## config.mk

```make
export PLATFORM = sky130hd
export DESIGN_NAME = aud_irq_agg
export DESIGN_NICKNAME = d
export VERILOG_FILES = /design/src/rtl/aud_irq_pkg.sv /design/src/rtl/aud_irq_src_regs.sv /design/src/rtl/aud_irq_strm_unit.sv /design/src/rtl/aud_irq_merge.sv /design/src/rtl/aud_irq_agg.sv
export SDC_FILE = /design/constraint.sdc
export NUM_CORES = 1
export LEC_CHECK = 0
export BUFFER_PORTS_ARGS = -buffer_cell sky130_fd_sc_hd__buf_2
export CAP_MARGIN = 30
export CORE_ASPECT_RATIO = 1.1
export CORE_UTILIZATION = 30
export DETAILED_ROUTE_END_ITERATION = 7
export PLACE_DENSITY = 0.63
export REMOVE_ABC_BUFFERS = 1
export SETUP_SLACK_MARGIN = 0.02
export SYNTH_ARGS = -nofsm -noshare
export SYNTH_HDL_FRONTEND = slang
export SYNTH_SLANG_ARGS = --single-unit
```

## constraint.sdc

```tcl
create_clock -name clk_i -period 2.25 [get_ports clk_i]
set_input_delay 0.225 -clock clk_i [delete_from_list [all_inputs] [get_ports clk_i]]
set_output_delay 0.225 -clock clk_i [all_outputs]
set_load 0.005 [all_outputs]
```

## src/rtl/aud_irq_pkg.sv

```systemverilog
package aud_irq_pkg;
  localparam int unsigned ADDR_W    = 6;
  localparam int unsigned RING_W    = 2;
  localparam int unsigned STRM_EV_W = 3;
  localparam int unsigned BIT_CTRL  = 30;
  localparam int unsigned BIT_GLOB  = 31;
  localparam int unsigned W1C_LSB   = 8;

  localparam logic [ADDR_W-1:0] A_INTCTL   = 6'd0;
  localparam logic [ADDR_W-1:0] A_RINGCTL  = 6'd1;
  localparam logic [ADDR_W-1:0] A_RINGSTS  = 6'd2;
  localparam logic [ADDR_W-1:0] A_WAKE     = 6'd3;
  localparam logic [ADDR_W-1:0] A_CODECSTS = 6'd4;
  localparam int unsigned       A_STRM_BASE = 16;
endpackage

```

## src/rtl/aud_irq_src_regs.sv

```systemverilog
module aud_irq_src_regs
  import aud_irq_pkg::*;
#(
  parameter int unsigned CODEC_W = 4
) (
  input  logic               clk_i,
  input  logic               rst_ni,
  input  logic               wr_en_i,
  input  logic [ADDR_W-1:0]  wr_addr_i,
  input  logic [31:0]        wr_data_i,
  input  logic [RING_W-1:0]  ring_evt_i,
  input  logic [CODEC_W-1:0] codec_evt_i,
  output logic               ctrl_hit_o
);
  logic [RING_W-1:0]  ring_ctl_q, ring_sts_q, ring_clr;
  logic [CODEC_W-1:0] wake_q, codec_sts_q, codec_clr;
  logic               unused_data;

  assign unused_data = ^wr_data_i;
  assign ring_clr  = (wr_en_i && wr_addr_i == A_RINGSTS)  ? wr_data_i[RING_W-1:0]  : '0;
  assign codec_clr = (wr_en_i && wr_addr_i == A_CODECSTS) ? wr_data_i[CODEC_W-1:0] : '0;

  always_ff @(posedge clk_i or negedge rst_ni) begin
    if (!rst_ni) begin
      ring_ctl_q  <= '0;
      ring_sts_q  <= '0;
      wake_q      <= '0;
      codec_sts_q <= '0;
    end else begin
      if (wr_en_i && wr_addr_i == A_RINGCTL) ring_ctl_q <= wr_data_i[RING_W-1:0];
      if (wr_en_i && wr_addr_i == A_WAKE)    wake_q     <= wr_data_i[CODEC_W-1:0];
      // event beats a same-cycle clear
      ring_sts_q  <= (ring_sts_q  & ~ring_clr)  | ring_evt_i;
      codec_sts_q <= (codec_sts_q & ~codec_clr) | codec_evt_i;
    end
  end

  assign ctrl_hit_o = (|(ring_sts_q & ring_ctl_q)) | (|(codec_sts_q & wake_q));

  AST_RING_EVT_LATCH: assert property (@(posedge clk_i) disable iff (!rst_ni)
    (|ring_evt_i) |=> ((ring_sts_q & $past(ring_evt_i)) == $past(ring_evt_i)));
  AST_CODEC_EVT_LATCH: assert property (@(posedge clk_i) disable iff (!rst_ni)
    (|codec_evt_i) |=> ((codec_sts_q & $past(codec_evt_i)) == $past(codec_evt_i)));
  AST_RING_W1C: assert property (@(posedge clk_i) disable iff (!rst_ni)
    (wr_en_i && wr_addr_i == A_RINGSTS && ring_evt_i == '0)
      |=> ((ring_sts_q & $past(wr_data_i[RING_W-1:0])) == '0));
  AST_CODEC_W1C: assert property (@(posedge clk_i) disable iff (!rst_ni)
    (wr_en_i && wr_addr_i == A_CODECSTS && codec_evt_i == '0)
      |=> ((codec_sts_q & $past(wr_data_i[CODEC_W-1:0])) == '0));
endmodule

```

## src/rtl/aud_irq_strm_unit.sv

```systemverilog
module aud_irq_strm_unit
  import aud_irq_pkg::*;
#(
  parameter int unsigned IDX = 0
) (
  input  logic                 clk_i,
  input  logic                 rst_ni,
  input  logic                 wr_en_i,
  input  logic [ADDR_W-1:0]    wr_addr_i,
  input  logic [31:0]          wr_data_i,
  input  logic [STRM_EV_W-1:0] evt_i,
  output logic                 hit_o
);
  localparam logic [ADDR_W-1:0] MY_ADDR = ADDR_W'(A_STRM_BASE + IDX);

  logic [STRM_EV_W-1:0] ctl_q, sts_q, clr;
  logic                 sel;
  logic                 unused_data;

  assign unused_data = ^wr_data_i;
  assign sel = wr_en_i && (wr_addr_i == MY_ADDR);
  assign clr = sel ? wr_data_i[W1C_LSB +: STRM_EV_W] : '0;

  always_ff @(posedge clk_i or negedge rst_ni) begin
    if (!rst_ni) begin
      ctl_q <= '0;
      sts_q <= '0;
    end else begin
      if (sel) ctl_q <= wr_data_i[STRM_EV_W-1:0];
      sts_q <= (sts_q & ~clr) | evt_i;
    end
  end

  assign hit_o = |(sts_q & ctl_q);

  AST_STRM_EVT_LATCH: assert property (@(posedge clk_i) disable iff (!rst_ni)
    (|evt_i) |=> ((sts_q & $past(evt_i)) == $past(evt_i)));
  AST_STRM_W1C: assert property (@(posedge clk_i) disable iff (!rst_ni)
    (sel && evt_i == '0) |=> ((sts_q & $past(wr_data_i[W1C_LSB +: STRM_EV_W])) == '0));
endmodule

```

## src/rtl/aud_irq_merge.sv

```systemverilog
module aud_irq_merge
  import aud_irq_pkg::*;
#(
  parameter int unsigned NSTRM = 8
) (
  input  logic              clk_i,
  input  logic              rst_ni,
  input  logic              wr_en_i,
  input  logic [ADDR_W-1:0] wr_addr_i,
  input  logic [31:0]       wr_data_i,
  input  logic              ctrl_hit_i,
  input  logic [NSTRM-1:0]  strm_hit_i,
  output logic [31:0]       int_sts_o,
  output logic              irq_o
);
  logic             gie_q, cie_q;
  logic [NSTRM-1:0] sie_q;
  logic [31:0]      sts_w, en_w;
  logic             unused_data;

  assign unused_data = ^wr_data_i;

  always_ff @(posedge clk_i or negedge rst_ni) begin
    if (!rst_ni) begin
      gie_q <= 1'b0;
      cie_q <= 1'b0;
      sie_q <= '0;
    end else if (wr_en_i && wr_addr_i == A_INTCTL) begin
      gie_q <= wr_data_i[BIT_GLOB];
      cie_q <= wr_data_i[BIT_CTRL];
      sie_q <= wr_data_i[NSTRM-1:0];
    end
  end

  always_comb begin
    sts_w = '0;
    sts_w[NSTRM-1:0] = strm_hit_i;
    sts_w[BIT_CTRL]  = ctrl_hit_i;
    sts_w[BIT_GLOB]  = |sts_w[BIT_GLOB-1:0];
    en_w = '0;
    en_w[NSTRM-1:0] = sie_q;
    en_w[BIT_CTRL]  = cie_q;
  end

  // global status bit is not part of the gating
  assign irq_o     = gie_q && (|(sts_w & en_w));
  assign int_sts_o = sts_w;
endmodule

```

## src/rtl/aud_irq_agg.sv

```systemverilog
module aud_irq_agg
  import aud_irq_pkg::*;
#(
  parameter int unsigned N_IN    = 4,
  parameter int unsigned N_OUT   = 4,
  parameter int unsigned CODEC_W = 4
) (
  input  logic                       clk_i,
  input  logic                       rst_ni,
  input  logic                       wr_en_i,
  input  logic [ADDR_W-1:0]          wr_addr_i,
  input  logic [31:0]                wr_data_i,
  input  logic [RING_W-1:0]          ring_evt_i,
  input  logic [CODEC_W-1:0]         codec_evt_i,
  input  logic [N_IN*STRM_EV_W-1:0]  in_evt_i,
  input  logic [N_OUT*STRM_EV_W-1:0] out_evt_i,
  output logic [31:0]                int_sts_o,
  output logic                       irq_o
);
  localparam int unsigned NSTRM = N_IN + N_OUT;

  logic             ctrl_hit;
  logic [NSTRM-1:0] strm_hit;

  aud_irq_src_regs #(.CODEC_W(CODEC_W)) u_src (
    .clk_i, .rst_ni, .wr_en_i, .wr_addr_i, .wr_data_i,
    .ring_evt_i, .codec_evt_i, .ctrl_hit_o(ctrl_hit)
  );

  for (genvar s = 0; s < NSTRM; s++) begin : g_strm
    logic [STRM_EV_W-1:0] evt;
    if (s < N_IN) begin : g_in
      assign evt = in_evt_i[s*STRM_EV_W +: STRM_EV_W];
    end else begin : g_out
      assign evt = out_evt_i[(s-N_IN)*STRM_EV_W +: STRM_EV_W];
    end
    aud_irq_strm_unit #(.IDX(s)) u_strm (
      .clk_i, .rst_ni, .wr_en_i, .wr_addr_i, .wr_data_i,
      .evt_i(evt), .hit_o(strm_hit[s])
    );
  end

  aud_irq_merge #(.NSTRM(NSTRM)) u_merge (
    .clk_i, .rst_ni, .wr_en_i, .wr_addr_i, .wr_data_i,
    .ctrl_hit_i(ctrl_hit), .strm_hit_i(strm_hit),
    .int_sts_o, .irq_o
  );

  AST_IRQ_NEEDS_GLOB: assert property (@(posedge clk_i) disable iff (!rst_ni)
    irq_o |-> int_sts_o[BIT_GLOB]);
  AST_IRQ_GIE_OFF: assert property (@(posedge clk_i) disable iff (!rst_ni)
    (wr_en_i && wr_addr_i == A_INTCTL && !wr_data_i[BIT_GLOB]) |=> !irq_o);
  AST_IRQ_NO_SRC: assert property (@(posedge clk_i) disable iff (!rst_ni)
    (int_sts_o[BIT_GLOB-1:0] == '0) |-> !irq_o);
endmodule

```

---- After elaboration in Yosys (flattened, before gate mapping) ----
Index checks and enable logic that the tools add are counted.
cells by class
  div/mod/pow operators ................... 0
  shift operators ......................... 0
  bitwise logic cells ..................... 42
  add/sub/neg operators ................... 0
  multipliers ............................. 0
  equal/unequal tests ..................... 12
  reduce and logical (&&, ||, !) cells .... 27
  muxes and demuxes ....................... 10
  $lt $le $gt $ge ......................... 0
operator list
  cell                count
  $and 3x3->3         16
  $eq 6x5->1 const B  8
  $and 32x31->32      1
  $reduce_or 32->1    1
  $reduce_or 25->1    1
  $mux 3              8
  $not 3->3           8
  $or 3x3->3          8
  $reduce_or 3->1     8
  $logic_and 1x1->1   14
  $eq 6x2->1 const B  2
  $and 4x4->4         2
  $eq 6x1->1 const B  1
  $eq 6x3->1 const B  1
  $logic_not 6->1     1
  $and 2x2->2         2
  $mux 4              1
  $not 4->4           1
  $or 4x4->4          1
  $reduce_or 4->1     1
  $mux 2              1
  $not 2->2           1
  $or 2x2->2          1
  $reduce_or 2->1     1
  $or 1x1->1          1
storage, ports and cells
  logic and storage cells ................. 114
  register bits ........................... 70
  bits in writable memories ............... 0
  output and inout port bits .............. 33
  bits in latches ......................... 0
  memories kept ........................... 0
  ROM bits ................................ 0

---- Logic depth before layout (Yosys ltp) ----
Gate-level depths: netlist of the first run.
  word-level depth ........................ 7
  mapped depth ............................ 4
  depth with buffers taken out ............ 4

---- Hierarchy ----
From an unflattened synthesis of the first run, not the netlist that was laid out.
second synthesis, totals
  cell total of the unflattened synthesis .. 295
  area total of the unflattened synthesis .. 3494.6 um^2
modules (own cells, without submodules)
  module                                     cells an instance  area an instance (um^2)  sequential area each (um^2)  times used
  aud_irq_merge                              65                 704.4                    250.2                        1
  aud_irq_strm_unit at g_strm[5].u_strm ...  23                 281.5                    150.1                        2
  aud_irq_src_regs                           46                 561.8                    300.3                        1
  aud_irq_strm_unit at g_strm[1].u_strm ...  23                 280.3                    150.1                        2
  aud_irq_strm_unit at g_strm[7].u_strm      23                 282.8                    150.1                        1
  aud_irq_strm_unit at g_strm[3].u_strm      23                 279.0                    150.1                        1
  aud_irq_strm_unit at g_strm[4].u_strm      23                 272.8                    150.1                        1
  aud_irq_strm_unit at g_strm[0].u_strm      23                 270.3                    150.1                        1

---- Worst setup path after synthesis of the first run ----
OpenSTA, ideal clock, no wires.
  path type ............................... input to register
  from .................................... in wr_addr_i[5]
  to ...................................... reg g_strm[0].u_strm.ctl_q[0]
  required time ........................... 2.125 ns
  path buffers ............................ 0
  path slack .............................. 0.671 ns
  setup time .............................. 0.125 ns
  arrival time ............................ 1.454 ns
  cell stages on the path ................. 3
  path through ............................ nand3b_2 > nor4b_4 > mux2_2
between the ends
  word-level cells in the longest chain between the ends .. 2
RTL lines
  item                    line                     source
  start: declaration      aud_irq_agg.sv:11        input logic [ADDR_W-1:0] wr_addr_i,
  $eq 6x5->1              aud_irq_strm_unit.sv:21  assign sel = wr_en_i && (wr_addr_i == MY_ADDR);
  $logic_and 1x1->1       aud_irq_strm_unit.sv:21
  end signal: assignment  aud_irq_strm_unit.sv:29  if (sel) ctl_q <= wr_data_i[STRM_EV_W-1:0];
  end: declaration        aud_irq_strm_unit.sv:16  logic [STRM_EV_W-1:0] ctl_q, sts_q, clr;
No other way between the ends.
A chain may end at the register's enable or synchronous reset.

---- Worst setup path after layout of the first run ----
  from .................................... reg g_strm[6].u_strm.sts_q[0]
  to ...................................... out irq_o
between the ends
  word-level cells in the longest chain between the ends .. 5
RTL lines
  item                                                 line                                          source
  start: declaration                                   aud_irq_strm_unit.sv:16
  start signal: assignment                             aud_irq_strm_unit.sv:30                       sts_q <= (sts_q & ~clr) | evt_i;
  $and 3x3->3 *                                        aud_irq_strm_unit.sv:34                       assign hit_o = |(sts_q & ctl_q);
  $reduce_or 25->1 or $reduce_or 3->1 (tied branches)  aud_irq_merge.sv:39, aud_irq_strm_unit.sv:34
  $and 32x31->32 *                                     aud_irq_merge.sv:46                           assign irq_o = gie_q && (|(sts_w & en_w));
  $reduce_or 32->1 *                                   aud_irq_merge.sv:46
  $logic_and 1x1->1 *                                  aud_irq_merge.sv:46
  end: declaration                                     aud_irq_agg.sv:18                             output logic irq_o
Every way passes the cells marked *; elsewhere a longest branch is shown, timed or not.

==> results of run 1 <==
state kept, by name, summed over array words and instances (netlist names), 2 cells and up:
register / cells
u_src.wake_q: 4
u_merge.sie_q: 8
g_strm.u_strm.sts_q: 24
g_strm.u_strm.ctl_q: 24
u_src.ring_ctl_q: 2
u_src.ring_sts_q: 2
u_src.codec_sts_q: 4
metal layers:
metal / wire length, um / share of wire, % / up-vias / track usage [%]
li1: - / - / 1017 / -
met1: 3108 / 43 / 1085 / 16.89
met2: 3508 / 49 / 62 / 21.53
met3: 450 / 6.3 / 9 / 5.399
met4: 109 / 1.5 / 2 / 5.143
met5: 13 / 0.18 / - / 0
power by group:
group / total [mW] / internal, mW / leakage [nW] / switching, mW
clock network: 1.50 / 1.00 / 0.150 / 0.498
logic: 0.490 / 0.249 / 0.819 / 0.242
registers: 1.41 / 1.36 / 0.795 / 0.0475
total: 3.39 / 2.61 / 1.76 / 0.787
worst min-delay path by stage:
| stage | startpoint | cells after the start | end |
|---|---|---|---|
| 3_5_place_dp | rst_ni | 1 | g_strm[3].u_strm.sts_q[0] |
| 6_report | out_evt_i[6] | 2 | g_strm[6].u_strm.sts_q[0] |
| 5_1_grt | out_evt_i[8] | 2 | g_strm[6].u_strm.sts_q[2] |
| 2_1_floorplan | rst_ni | 0 | g_strm[0].u_strm.ctl_q[0] |
| 3_3_place_gp | rst_ni | 1 | g_strm[3].u_strm.sts_q[0] |
| 4_1_cts | codec_evt_i[3] | 2 | u_src.codec_sts_q[3] |
final cells by class:
| class | count | area [um2] |
|---|---|---|
| tap | 143 | 178.9 |
| multi-input combinational | 164 | 1315 |
| antenna | 2 | 5.005 |
| timing repair buffer | 72 | 400.4 |
| inverter | 13 | 48.80 |
| fill | 1065 | 6523 |
| clock buffer | 13 | 250.2 |
| clock inverter | 3 | 67.56 |
| sequential | 70 | 1752 |
timing repair:
action | in CTS | in global routing
buffers inserted | 0 | 4
hold buffers | 1 | 0
endpoints found under the hold margin | 25 | 0
endpoints found under the setup margin | 0 | 2
through the flow:
step	power [mW]	hold slack [ns]	cell area, um2
finish	3.394	0.06729	4018
global route	3.562	0.06065	4015
CTS	3.414	0.05802	3983
detailed placement	1.897	0.2799	3655
global placement	1.885	0.2709	3655
floorplan	1.639	-0.07059	3115
cells in the mapped netlist, types with 2 or more instances:
cell	instances	area share [%]
a21o_1	30	6.8
a221oi_1	2	0.53
a222oi_1	8	2.4
a22oi_1	3	0.68
buf_4	31	7.1
clkbuf_1	6	0.68
dfrtp_1	70	53
inv_1	13	1.5
mux2_2	40	14
nand2_1	30	3.4
nand2b_1	3	0.57
nand3_1	4	0.61
nand4_1	2	0.38
nor3_4	4	2.0
nor4_4	5	3.2
o22ai_1	2	0.38
logic make-up after synthesis:
kind of cell	synth area share, %
muxes	13.68
and+or+nand+nor	12.69
buffers and inverters	9.236
DFF	53.21
other	0.1139
AOI/OAI and AO/OA	11.06
worst max-delay path, cell delays in order (launching register included):
cell      delay (ns)
dfrtp_1         0.39
a222oi_1        0.36
buf_4           0.18
inv_1           0.04
a221oi_1        0.32
a31oi_1         0.12
buf_2           0.14
==> qor.csv, run 1 <==
stage,metric,value,unit
min_path,worstHoldPathType,in -> reg,
critical_path,worst-r2r-cell-count,1,
global_route,antenna_found_initial,2,
floorplanning,die_area,0.01140,mm2
floorplanning,core,0.01054,mm2
final_layout,nets,401,
timing,slew-limit-headroom,58.71,%
yosys,synth_async_sr_flop_share,100.0,%
critical_path,critPathArrivalTime,1.88,ns
place,port_buffers,62,
place,dp_hpwl,5393,um
critical_path,cp-start-kind,flip-flop,
timing,hold_violations,0,
global_route,grt_max_degree,46,
timing,setup-tns-final,0,ns
clocking,cts_buffer_depth,2,
critical_path,crit_end,irq_o,
global_route,grt_pass1_vias,2197,
timing,rsz0062_at_grt,no,
global_route,gr-total-overflow,0,
critical_path,critPathCaptureType,output pin,
floorplanning,die_w,101.9,um
yosys,synth-edff-count,0,
place,numPlacedInstances,457,
flow_run,cap_violations,0,
clocking,htree_levels,3,
final_layout,finalNonFillerCells,480,
detailed_routing,drc,0,
yosys,syn_inst,263,
clocking,numCtsBuffers,9,
pwr,p_per_area,844.9,mW/mm2
timing,fin_crit,2.108,ns
timing,clock_skew,0,ns
yosys,yosysWarnings,0,
yosys,ys_seq_area_share,53.21,%
timing,finalMaxSlewViolations,0,
detailed_routing,firstDrtPassIters,6,
yosys,synth.distinct_cells,26,
final_layout,mostFrequentLayoutCells,"70 x dfrtp_1, 62 x buf_2, 40 x mux2_2",
pwr,peakVddDrop,0.3561,mV
critical_path,crit_path_start,g_strm[6].u_strm.sts_q[0],
pwr,p_leak,1.763,nW
yosys,ys_ff_latch,70,
floorplanning,start_util,31.23,%
global_route,grt_use_total,13.71,%
floorplanning,fp-row-count,39,
detailed_routing,post_drt_wl_per_cell,14.98,um
timing,min_period_over_period,93.69,%
final_layout,post-route-util,38.12,%
timing,worst-slew-pin-transition,0.6193,ns
yosys,ys.flop_type,dfrtp_1,
final_layout,syn2layout_area_growth,22.04,%
clocking,cts.sinks,70,
global_route,grt_pass1_wl,11450,um
clocking,cts_resized,0,
critical_path,regToRegEndpoint,g_strm[3].u_strm.ctl_q[1],
clocking,clk_latency,0.33,ns
critical_path,crit_fanout,2,
status,outcome,finished clean,
detailed_routing,avgViaCountPerCell,4.531,
clocking,cts_tree,built,
final_layout,mostFrequentLayoutCell,dfrtp_1,
floorplanning,ioPinCount,104,
timing,fmax,474.4,MHz
timing,setup_ws,0.1419,ns
place,place_ws,0.3580,ns
critical_path,worstPathRequired,2.03,ns
detailed_routing,vias,2175,
critical_path,critPathKind,reg -> out,
detailed_routing,wirelength,7191,um
clocking,path_clk_slew,0.05,ns
yosys,netlist_area,0.003292,mm2
yosys,syn_area_per_cell,12.52,um2
detailed_routing,drtIter0Drc,85,
clocking,root_buffer,clkbuf_16,
place,gp_congestion,0.7504,
detailed_routing,ant_nets,0,
critical_path,regToRegStartpoint,g_strm[3].u_strm.ctl_q[1],
floorplanning,die_height,111.9,um
final_layout,drive_gt1_share,41.19,%
timing,finalSetupViolations,0,
critical_path,reg2reg_slack,1.49,ns
No activity file was read; power rests on OpenSTA's default activity.
==> run 2, diff against run 1 <==
--- a/config.mk
+++ b/config.mk
@@ -8,9 +8,10 @@
 export BUFFER_PORTS_ARGS = -buffer_cell sky130_fd_sc_hd__buf_2
 export CAP_MARGIN = 30
 export CORE_ASPECT_RATIO = 1.1
-export CORE_UTILIZATION = 30
+export CORE_MARGIN = 3
+export CORE_UTILIZATION = 51
 export DETAILED_ROUTE_END_ITERATION = 7
-export PLACE_DENSITY = 0.63
+export PLACE_DENSITY = 0.91
 export REMOVE_ABC_BUFFERS = 1
 export SETUP_SLACK_MARGIN = 0.02
 export SYNTH_ARGS = -nofsm -noshare
==> constraint.sdc (replaced) <==
create_clock -name clk_i -period 2.1 [get_ports clk_i]
set_input_delay 0.21 -clock clk_i [delete_from_list [all_inputs] [get_ports clk_i]]
set_output_delay 0.21 -clock clk_i [all_outputs]
set_load 0.005 [all_outputs]
==> qor.csv, run 2 (synthesis gave the netlist of run 1 again) <==
stage,metric,value,unit,change
pwr,peakVddDrop,0.3711,mV,+4.2%
detailed_routing,drtIter0Drc,163,,+92%
timing,rsz0062_at_grt,yes,,
detailed_routing,ant_nets,0,,unchanged
final_layout,syn2layout_area_growth,14.98,%,
pwr,p_leak,1.701,nW,-3.5%
status,violations,negative setup slack,,
place,port_buffers,62,,unchanged
detailed_routing,avgViaCountPerCell,5.386,,+19%
detailed_routing,wirelength,6980,um,-2.9%
floorplanning,start_util,52.83,%,+22 points
floorplanning,core,0.006231,mm2,-41%
place,gp_congestion,0.7746,,+3.2%
place,dp_hpwl,5058,um,-6.2%
final_layout,post-route-util,60.74,%,+23 points
timing,fmax,476.2,MHz,
final_layout,finalNonFillerCells,415,,-14%
clocking,cts_buffer_depth,2,,unchanged
pwr,p_per_area,786.8,mW/mm2,-6.9%
clocking,path_clk_slew,0.07,ns,+0.02 ns
timing,setup-tns-final,-0.00001843,ns,-0.00001843 ns
final_layout,regArea,0.001752,mm2,unchanged
critical_path,worstPathRequired,1.89,ns,-0.14 ns
critical_path,critPathArrivalTime,1.89,ns,about the same
final_layout,mostFrequentLayoutCells,"70 x dfrtp_1, 62 x buf_2, 40 x mux2_2",,
clocking,numCtsBuffers,9,,unchanged
final_layout,multi_input_area,0.001321,mm2,+0.48%
timing,slew-limit-headroom,59.75,%,+1.0 points
final_layout,mostFrequentLayoutCell,dfrtp_1,,
floorplanning,die_area,0.007455,mm2,-35%
final_layout,num-fill-cells,490,,-54%
place,place_ws,0.2526,ns,-0.1053 ns
timing,clock_skew,0,ns,unchanged
status,outcome,finished with violations,,
global_route,grt_pass1_wl,11230,um,-2.0%
place,dpl-instance-area,0.003578,mm2,-2.1%
final_layout,nets,402,,+0.25%
detailed_routing,drc,0,,unchanged
final_layout,diodes,0,,-2
detailed_routing,firstDrtPassIters,4,,-2
timing,finalSetupViolations,1,,+1
flow_run,cap_violations,0,,unchanged
clocking,root_buffer,clkbuf_8,,
global_route,grt_max_degree,29,,-37%
critical_path,crit_fanout,3,,+1
timing,finalMaxSlewViolations,0,,unchanged
critical_path,critPathCaptureType,output pin,,
place,numPlacedInstances,396,,-13%
global_route,grt_use_total,20.35,%,+6.6 points
global_route,grt_pass1_vias,2321,,+5.6%
floorplanning,fp-row-count,30,,-23%
floorplanning,ioPinCount,104,,unchanged
min_path,worstHoldPathType,in -> reg,,
timing,fin_crit,2.100,ns,
global_route,antenna_found_initial,0,,-2
floorplanning,die_height,90.26,um,-19%
timing,worst-slew-pin-transition,0.6038,ns,-0.01550 ns
detailed_routing,post_drt_wl_per_cell,16.82,um,+12%
detailed_routing,vias,2235,,+2.8%
clocking,cts.sinks,70,,unchanged
clocking,cts_tree,built,,
final_layout,drive_gt1_share,41.49,%,+0.30 points
clocking,clk_latency,0.35,ns,+0.02 ns
floorplanning,die_w,82.60,um,-19%
timing,hold_violations,0,,unchanged
critical_path,critPathKind,reg -> out,,
timing,min_period_over_period,100.0,%,
final_layout,reg_top3,"g_strm.u_strm.ctl_q x24, g_strm.u_strm.sts_q x24, u_merge.sie_q x8",,
final_layout,design_area,0.003785,mm2,-5.8%
global_route,gr-total-overflow,0,,unchanged
timing,setup_ws,-0.00001843,ns,-0.1419 ns
clocking,htree_levels,3,,unchanged
critical_path,cp-start-kind,flip-flop,,
==> run 2: path summary, 6_finish.rpt <==
kind / slack [ns] / startpoint / depth (start not counted) / end
worst min-delay path: 0.03 / out_evt_i[6] / 2 / g_strm[6].u_strm.sts_q[0]
worst min register to register: 0.48 / g_strm[1].u_strm.sts_q[2] / 1 / g_strm[1].u_strm.sts_q[2]
worst max register to register: 1.32 / u_src.wake_q[1] / 1 / u_src.wake_q[1]
min in group asynchronous: 0.40 / rst_ni / 2 / u_src.wake_q[3]
max in group asynchronous: 0.98 / rst_ni / 3 / g_strm[3].u_strm.ctl_q[2]
worst max-delay path: -0.00002 / g_strm[4].u_strm.ctl_q[0] / 5 / int_sts_o[31]
==> run 2: cell type report <==
class                           count  area share [%]
Timing Repair Buffer               73           10.45
Clock inverter                      1          0.1322
Inverter                           13           1.289
Clock buffer                       14           4.298
Multi-Input combinational cell    164           34.91
Tap cell                           80           2.645
Sequential cell                    70           46.28
==> run 2: per-layer routing <==
| layer | track usage, % | vias to the layer above | part of all wire (%) |
|---|---|---|---|
| met4 | 7.766 | 0 | 2.0 |
| met1 | 25.42 | 1128 | 40 |
| li1 | - | 1017 | - |
| met2 | 31.89 | 75 | 51 |
| met3 | 7.385 | 15 | 7.2 |
| met5 | 0 | - | 0 |
==> run 2: critical path, stage by stage, from the launching register on <==
cell,delay [ns]
dfrtp_1,0.38
a222oi_1,0.38
buf_4,0.20
nand4_1,0.10
or3_1,0.34
buf_2,0.13
==> run 2: where the power goes <==
group	internal, mW	total, mW	leakage [nW]	switching, mW
clock	0.486	0.949	0.0865	0.463
combinational	0.262	0.519	0.820	0.257
sequential	1.45	1.51	0.795	0.0566
total	2.20	2.98	1.70	0.777
==> run 2: metrics by stage <==
step           power [mW]  hold WS [ns]
3_5_place_dp        2.022        0.2516
2_1_floorplan       1.756      -0.08559
5_1_grt             3.116       0.01380
6_report            2.978       0.03015
3_3_place_gp        2.000        0.2514
4_1_cts             2.992       0.02276
==> run 2: repair_timing <==
| item | 4_1_cts | 5_1_grt |
|---|---|---|
| hold endpoints to repair | 26 | 0 |
| endpoints found under the setup margin | 2 | 2 |
| resized for setup | 0 | 1 |
| hold buffers | 1 | 0 |
| buffers inserted | 3 | 0 |
| pin swaps | 4 | 2 |
